===== src/rtl/sram_ctrl_pkg.sv =====
package sram_ctrl_pkg;

    typedef enum logic [2:0] {
        ST_IDLE,
        ST_READ,
        ST_TURN,
        ST_WSETUP,
        ST_WPULSE,
        ST_WHOLD
    } seq_st_e;

    // Access time in ns for each speed-grade index
    function automatic int unsigned grade_ns(input int unsigned grade);
        case (grade)
            0:       return 10;
            1:       return 12;
            2:       return 15;
            default: return 20;
        endcase
    endfunction

    // Cycles covering a time span, rounded up, never below one
    function automatic int unsigned span_cycles(input int unsigned ns,
                                                input int unsigned clk_ps);
        int unsigned c;
        c = (ns * 1000 + clk_ps - 1) / clk_ps;
        return (c == 0) ? 1 : c;
    endfunction

endpackage


===== src/rtl/sram_wait_timer.sv =====
module sram_wait_timer #(
    parameter int unsigned CNT_W = 2
) (
    input  logic             clk,
    input  logic             rst_n,
    input  logic             load,
    input  logic [CNT_W-1:0] load_val,
    output logic             expired
);
    logic [CNT_W-1:0] cnt_d, cnt_q;

    always_comb begin
        cnt_d = cnt_q;
        if (load)
            cnt_d = load_val;
        else if (cnt_q != '0)
            cnt_d = cnt_q - 1'b1;
    end

    always_ff @(posedge clk or negedge rst_n) begin
        if (!rst_n) cnt_q <= '0;
        else        cnt_q <= cnt_d;
    end

    assign expired = (cnt_q == '0);

endmodule


===== src/rtl/sram_rd_capture.sv =====
module sram_rd_capture #(
    parameter int unsigned DATA_W = 8
) (
    input  logic              clk,
    input  logic              rst_n,
    input  logic              capture,
    input  logic [DATA_W-1:0] din,
    output logic [DATA_W-1:0] rdata
);
    logic [DATA_W-1:0] rdata_d, rdata_q;

    always_comb begin
        rdata_d = capture ? din : rdata_q;
    end

    always_ff @(posedge clk or negedge rst_n) begin
        if (!rst_n) rdata_q <= '0;
        else        rdata_q <= rdata_d;
    end

    assign rdata = rdata_q;

endmodule


===== src/rtl/sram_bus_ctrl.sv =====
module sram_bus_ctrl
    import sram_ctrl_pkg::*;
#(
    parameter int unsigned ADDR_W        = 17,
    parameter int unsigned DATA_W        = 8,
    parameter int unsigned CLK_PERIOD_PS = 8000,
    parameter int unsigned SPEED_GRADE   = 0
) (
    input  logic              clk,
    input  logic              rst_n,
    input  logic              req_valid,
    output logic              req_ready,
    input  logic              req_write,
    input  logic [ADDR_W-1:0] req_addr,
    input  logic [DATA_W-1:0] req_wdata,
    output logic              rsp_done,
    output logic [DATA_W-1:0] rsp_rdata,
    output logic [ADDR_W-1:0] mem_addr,
    output logic              mem_cs_n,
    output logic              mem_cs,
    output logic              mem_we_n,
    output logic              mem_oe_n,
    output logic [DATA_W-1:0] mem_dq_out,
    output logic              mem_dq_oe,
    input  logic [DATA_W-1:0] mem_dq_in
);
    localparam int unsigned WAIT_CYC = span_cycles(grade_ns(SPEED_GRADE), CLK_PERIOD_PS);
    localparam int unsigned CNT_W    = $clog2(WAIT_CYC + 1);
    localparam logic [CNT_W-1:0] LOAD_V = CNT_W'(WAIT_CYC - 1);

    typedef struct packed {
        seq_st_e           st;
        logic [ADDR_W-1:0] addr;
        logic [DATA_W-1:0] wdata;
        logic              sel;
        logic              we_n;
        logic              oe_n;
        logic              drv;
        logic              done;
    } ctl_s;

    localparam ctl_s CTL_RST = '{st: ST_IDLE, addr: '0, wdata: '0, sel: 1'b0,
                                 we_n: 1'b1, oe_n: 1'b1, drv: 1'b0, done: 1'b0};

    ctl_s ctl_d, ctl_q;
    logic tmr_load, tmr_expired, cap;

    sram_wait_timer #(.CNT_W(CNT_W)) u_timer (
        .clk      (clk),
        .rst_n    (rst_n),
        .load     (tmr_load),
        .load_val (LOAD_V),
        .expired  (tmr_expired)
    );

    sram_rd_capture #(.DATA_W(DATA_W)) u_capture (
        .clk     (clk),
        .rst_n   (rst_n),
        .capture (cap),
        .din     (mem_dq_in),
        .rdata   (rsp_rdata)
    );

    always_comb begin
        ctl_d    = ctl_q;
        ctl_d.done = 1'b0;
        tmr_load = 1'b0;
        cap      = 1'b0;
        case (ctl_q.st)
            ST_IDLE: begin
                if (req_valid) begin
                    ctl_d.addr = req_addr;
                    ctl_d.sel  = 1'b1;
                    if (req_write) begin
                        ctl_d.wdata = req_wdata;
                        ctl_d.drv   = 1'b1;
                        ctl_d.st    = ST_WSETUP;
                    end else begin
                        ctl_d.oe_n = 1'b0;
                        ctl_d.st   = ST_READ;
                        tmr_load   = 1'b1;
                    end
                end
            end
            ST_READ: begin
                if (tmr_expired) begin
                    cap        = 1'b1;
                    ctl_d.done = 1'b1;
                    ctl_d.oe_n = 1'b1;
                    ctl_d.sel  = 1'b0;
                    ctl_d.st   = ST_TURN;
                end
            end
            ST_TURN: begin
                ctl_d.st = ST_IDLE;
            end
            ST_WSETUP: begin
                ctl_d.we_n = 1'b0;
                ctl_d.st   = ST_WPULSE;
                tmr_load   = 1'b1;
            end
            ST_WPULSE: begin
                if (tmr_expired) begin
                    ctl_d.we_n = 1'b1;
                    ctl_d.st   = ST_WHOLD;
                end
            end
            ST_WHOLD: begin
                ctl_d.sel  = 1'b0;
                ctl_d.drv  = 1'b0;
                ctl_d.done = 1'b1;
                ctl_d.st   = ST_IDLE;
            end
            default: ctl_d = CTL_RST;
        endcase
    end

    always_ff @(posedge clk or negedge rst_n) begin
        if (!rst_n) ctl_q <= CTL_RST;
        else        ctl_q <= ctl_d;
    end

    assign req_ready  = (ctl_q.st == ST_IDLE);
    assign rsp_done   = ctl_q.done;
    assign mem_addr   = ctl_q.addr;
    assign mem_cs_n   = ~ctl_q.sel;
    assign mem_cs     = ctl_q.sel;
    assign mem_we_n   = ctl_q.we_n;
    assign mem_oe_n   = ctl_q.oe_n;
    assign mem_dq_out = ctl_q.wdata;
    assign mem_dq_oe  = ctl_q.drv;

    // idle means standby with the lane released
    p_idle_standby_r1: assert property (@(posedge clk) disable iff (!rst_n)
        req_ready |-> (mem_cs_n && !mem_cs && mem_we_n && mem_oe_n && !mem_dq_oe));

    // output enable only with both selects active and write strobe high
    p_read_ctrl_r2: assert property (@(posedge clk) disable iff (!rst_n)
        !mem_oe_n |-> (!mem_cs_n && mem_cs && mem_we_n));

    // write strobe rises with address and data held and still driven
    p_we_rise_hold_r3: assert property (@(posedge clk) disable iff (!rst_n)
        $rose(mem_we_n) |-> (mem_dq_oe && mem_cs && $stable(mem_addr) && $stable(mem_dq_out)));

    // no drive while the memory may drive
    p_no_contention_r4: assert property (@(posedge clk) disable iff (!rst_n)
        mem_dq_oe |-> (mem_oe_n && !mem_cs_n));

    // turnaround cycle after a read
    p_turnaround_r5: assert property (@(posedge clk) disable iff (!rst_n)
        $rose(mem_oe_n) |-> (!mem_dq_oe && !req_ready));

    // completion is a single-cycle pulse
    p_done_pulse_r8: assert property (@(posedge clk) disable iff (!rst_n)
        rsp_done |=> !rsp_done);

endmodule


===== config.mk =====
export PLATFORM = sky130hd
export DESIGN_NAME = sram_bus_ctrl
export DESIGN_NICKNAME = d
export VERILOG_FILES = /design/src/rtl/sram_ctrl_pkg.sv /design/src/rtl/sram_wait_timer.sv /design/src/rtl/sram_rd_capture.sv /design/src/rtl/sram_bus_ctrl.sv
export SDC_FILE = /design/constraint.sdc
export NUM_CORES = 1
export LEC_CHECK = 0
export BUFFER_PORTS_ARGS = -buffer_cell sky130_fd_sc_hd__buf_4
export CORE_MARGIN = 2
export CORE_UTILIZATION = 45
export DETAILED_ROUTE_END_ITERATION = 10
export PLACE_DENSITY = 0.81
export SKIP_CTS_REPAIR_TIMING = 1
export SYNTH_ARGS = -nofsm -noshare
export SYNTH_HDL_FRONTEND = slang
export SYNTH_HIERARCHICAL = 1
export SYNTH_SLANG_ARGS = --single-unit

===== constraint.sdc =====
create_clock -name clk -period 2.57 [get_ports clk]
set_input_delay 0.1285 -clock clk [delete_from_list [all_inputs] [get_ports clk]]
set_output_delay 0.1285 -clock clk [all_outputs]
set_load 0.01 [all_outputs]

==> impl_metrics.ini <==
[outcome]
outcome = complete, no violations

[final_layout]
final_core_util_pct = 58.73
fin_area_um2 = 2774
final_cell_mix = 81 x buf_4, 41 x dfrtp_1, 30 x nand2_1
drive_gt1_share_pct = 42.15
fillers = 407
final_common_cell = buf_4
syn2layout_area_growth_pct = 25.33
final_nets = 298
num_antenna_cells = 0
final_cells = 328

[pwr]
p_sw_share_pct = 35.72
seq_power_share_pct = 36.7
clkPwrFrac_pct = 16.0
p_total_mw = 3.395
power_frac_comb_pct = 47.3
power.density_nw_per_um2 = 1224
p_int_mw = 2.182
p_leak_nw = 1.476
power_switching_mw = 1.213
ir_worst_vdd_uv = 523.5

[floorplanning]
start_util_pct = 46.86
ioPinCount = 77
coreArea_um2 = 4723
die_w_um = 74.13
die_h_um = 74.13
fp-row-count = 25
dieArea_um2 = 5495

[clocking]
clk_path_buf_depth = 2
cts_tree = yes
cts_made_buffers = 5
htree_levels = 2
cts.sinks = 43
path_clk_slew_ns = 0.08
clock-root-buffer = clkbuf_8
worst_skew_pair.late_latency_ns = 0.29

[yosys]
synthMuxAreaShare_pct = 9.045
yosysSeqAreaShare_pct = 48.73
synth_top_family_by_area = simple AND/OR/NAND/NOR gates
syn_area_um2 = 2213
syn_avg_cell_area_um2 = 10.54
synth_xor_area_share_pct = 0.3957
syn_inst = 210
async_flop_share_pct = 100.0
synthFlopType = dfrtp_1
synth_edf_count = 0
synth-adder-area-share_pct = 0.5653
yosysWarnings = 6
ys_ff_latch = 43
synthSimpleGateAreaFrac_pct = 21.93
synth-compound-area-share_pct = 4.466
synth_fp_nets = 248
yosysUniqueCellTypes = 33

[sta]
rsz0062_at_grt = false
finalHoldViolCount = 0
finalSetupViolations = 0
holdWs_ns = 0.06716
slew_violations = 0
tns_ns = 0
slew_headroom_pct = 46.13
postLayoutSetupSlackWorst_ns = 0.6921
fin_crit_ns = 1.878
period_share_pct = 73.07
fmax_ghz = 0.5325
finClkSkew_ns = 0.005804
worst_pin_slew_ns = 0.8080

[placed_design]
place_area_um2 = 2646
dp_cells = 319
dp_hpwl_um = 3179
dp_slack_ns = 0.7019
globalplace.congestion = 0.7803
portBuffers = 76

[worst_setup_path]
crit_type = flop to flop
startpoint_type = flop
cp_top_family = simple AND/OR/NAND/NOR gates
path_buf_inv = 0
slowest_delay_ns = 0.96
crit_fanout = 18
worstPathArrival_ns = 2.06
cp_slowest_cell = or4b_1
cp-end-kind = flop
required_ns = 2.75
path_cells = or4b_1 -> nand3_1 -> nand2_1

[global_route]
grt_antenna_before_repair = 0
grt_max_degree = 44
grt_usage_pct = 17.31
grt_pass1_vias = 1559
grt_first_pass_wirelength_um = 7169
grt-ovfl-total = 0

[detailed_routing]
drc = 0
wire_per_inst_um = 13.94
drt_iter0_drc = 111
via_per_inst = 4.963
totalWireLength_um = 4572
final_antenna_net_count = 0
vias = 1628
drt-pass1-iter-count = 4

[min_path]
min_path_type = input port to flop

[flow_run]
max-cap-violations = 0
-- power by group through the flow --
stage | Sequential (mW) | Combinational (mW) | Clock [mW]
floorplan | 1.23 | 1.21 | 0
global placement | 1.25 | 1.58 | 0
detailed placement | 1.25 | 1.63 | 0
finish | 1.25 | 1.60 | 0.544
CTS | 1.25 | 1.63 | 0.555
global route | 1.29 | 1.76 | 0.577
-- cell usage after synthesis (2+ instances only) --
cell / count / area [um2]
mux2_4: 8 / 120.1
nand3_2: 10 / 100.1
nand3_1: 8 / 40.04
conb_1: 2 / 7.510
clkbuf_1: 6 / 22.52
buf_6: 2 / 22.52
o31ai_1: 2 / 15.01
o21ai_0: 3 / 15.01
mux2i_1: 8 / 80.08
buf_2: 5 / 25.02
or4b_1: 2 / 20.02
a21oi_1: 5 / 25.02
inv_1: 15 / 56.30
dfrtp_1: 41 / 1026
nand2_1: 30 / 112.6
nand4b_1: 17 / 148.9
nor2_1: 4 / 15.01
dfstp_2: 2 / 52.55
buf_4: 26 / 195.2
-- area by class of cell --
class	count	area, um2	area share [%]
tap	67	83.83	3.022
timing repair buffer	82	618.1	22.28
multi-input combinational	113	819.5	29.54
sequential	43	1079	38.88
clock inverter	2	35.03	1.263
clock buffer	6	82.58	2.977
inverter	15	56.30	2.030
-- layer usage --
| layer | up-vias | global-route usage, % | wire, um |
|---|---|---|---|
| met2 | 42 | 29.27 | 2340 |
| li1 | 782 | - | - |
| met4 | 0 | 6.465 | 70 |
| met5 | - | 0 | 0 |
| met1 | 797 | 21.88 | 1951 |
| met3 | 7 | 3.659 | 209 |
-- registers in the layout, indices dropped and copies added (netlist names) --
name             count
ctl_q                3
mem_addr            17
mem_cs               1
mem_dq_oe            1
mem_dq_out           8
mem_oe_n             1
mem_we_n             1
rsp_done             1
u_capture/rdata      8
u_timer/cnt_q        2
-- worst paths after layout --
check                                            endpoint                      from  cells past startpoint  slack (ns)
max                               mem_addr[3]$_DFFE_PN0P_     ctl_q[31]$_DFFE_PN0P_                      3        0.69
max reg2reg                       mem_addr[3]$_DFFE_PN0P_     ctl_q[31]$_DFFE_PN0P_                      3        0.69
min                        u_capture/rdata[6]$_DFFE_PN0P_              mem_dq_in[6]                      2        0.07
min reg2reg                      mem_addr[16]$_DFFE_PN0P_  mem_addr[16]$_DFFE_PN0P_                      2        0.50
min in group asynchronous       mem_dq_out[7]$_DFFE_PN0P_                     rst_n                      2        0.35
max in group asynchronous            mem_we_n$_DFFE_PN1P_                     rst_n                      2        1.82
-- cell families after synthesis --
group	after synthesis
simple gates	78
buf+inv	54
flops	43
mux	16
compound gates	15
other cells	2
fa+ha+maj	1
xor+xnor	1
-- worst register-to-register path, delay by kind of cell (launching register included) --
kind             cells  cell delay (ns)
DFF                  1             0.52
and+or+nand+nor      3             1.26
No activity file was read; power rests on OpenSTA's default activity.
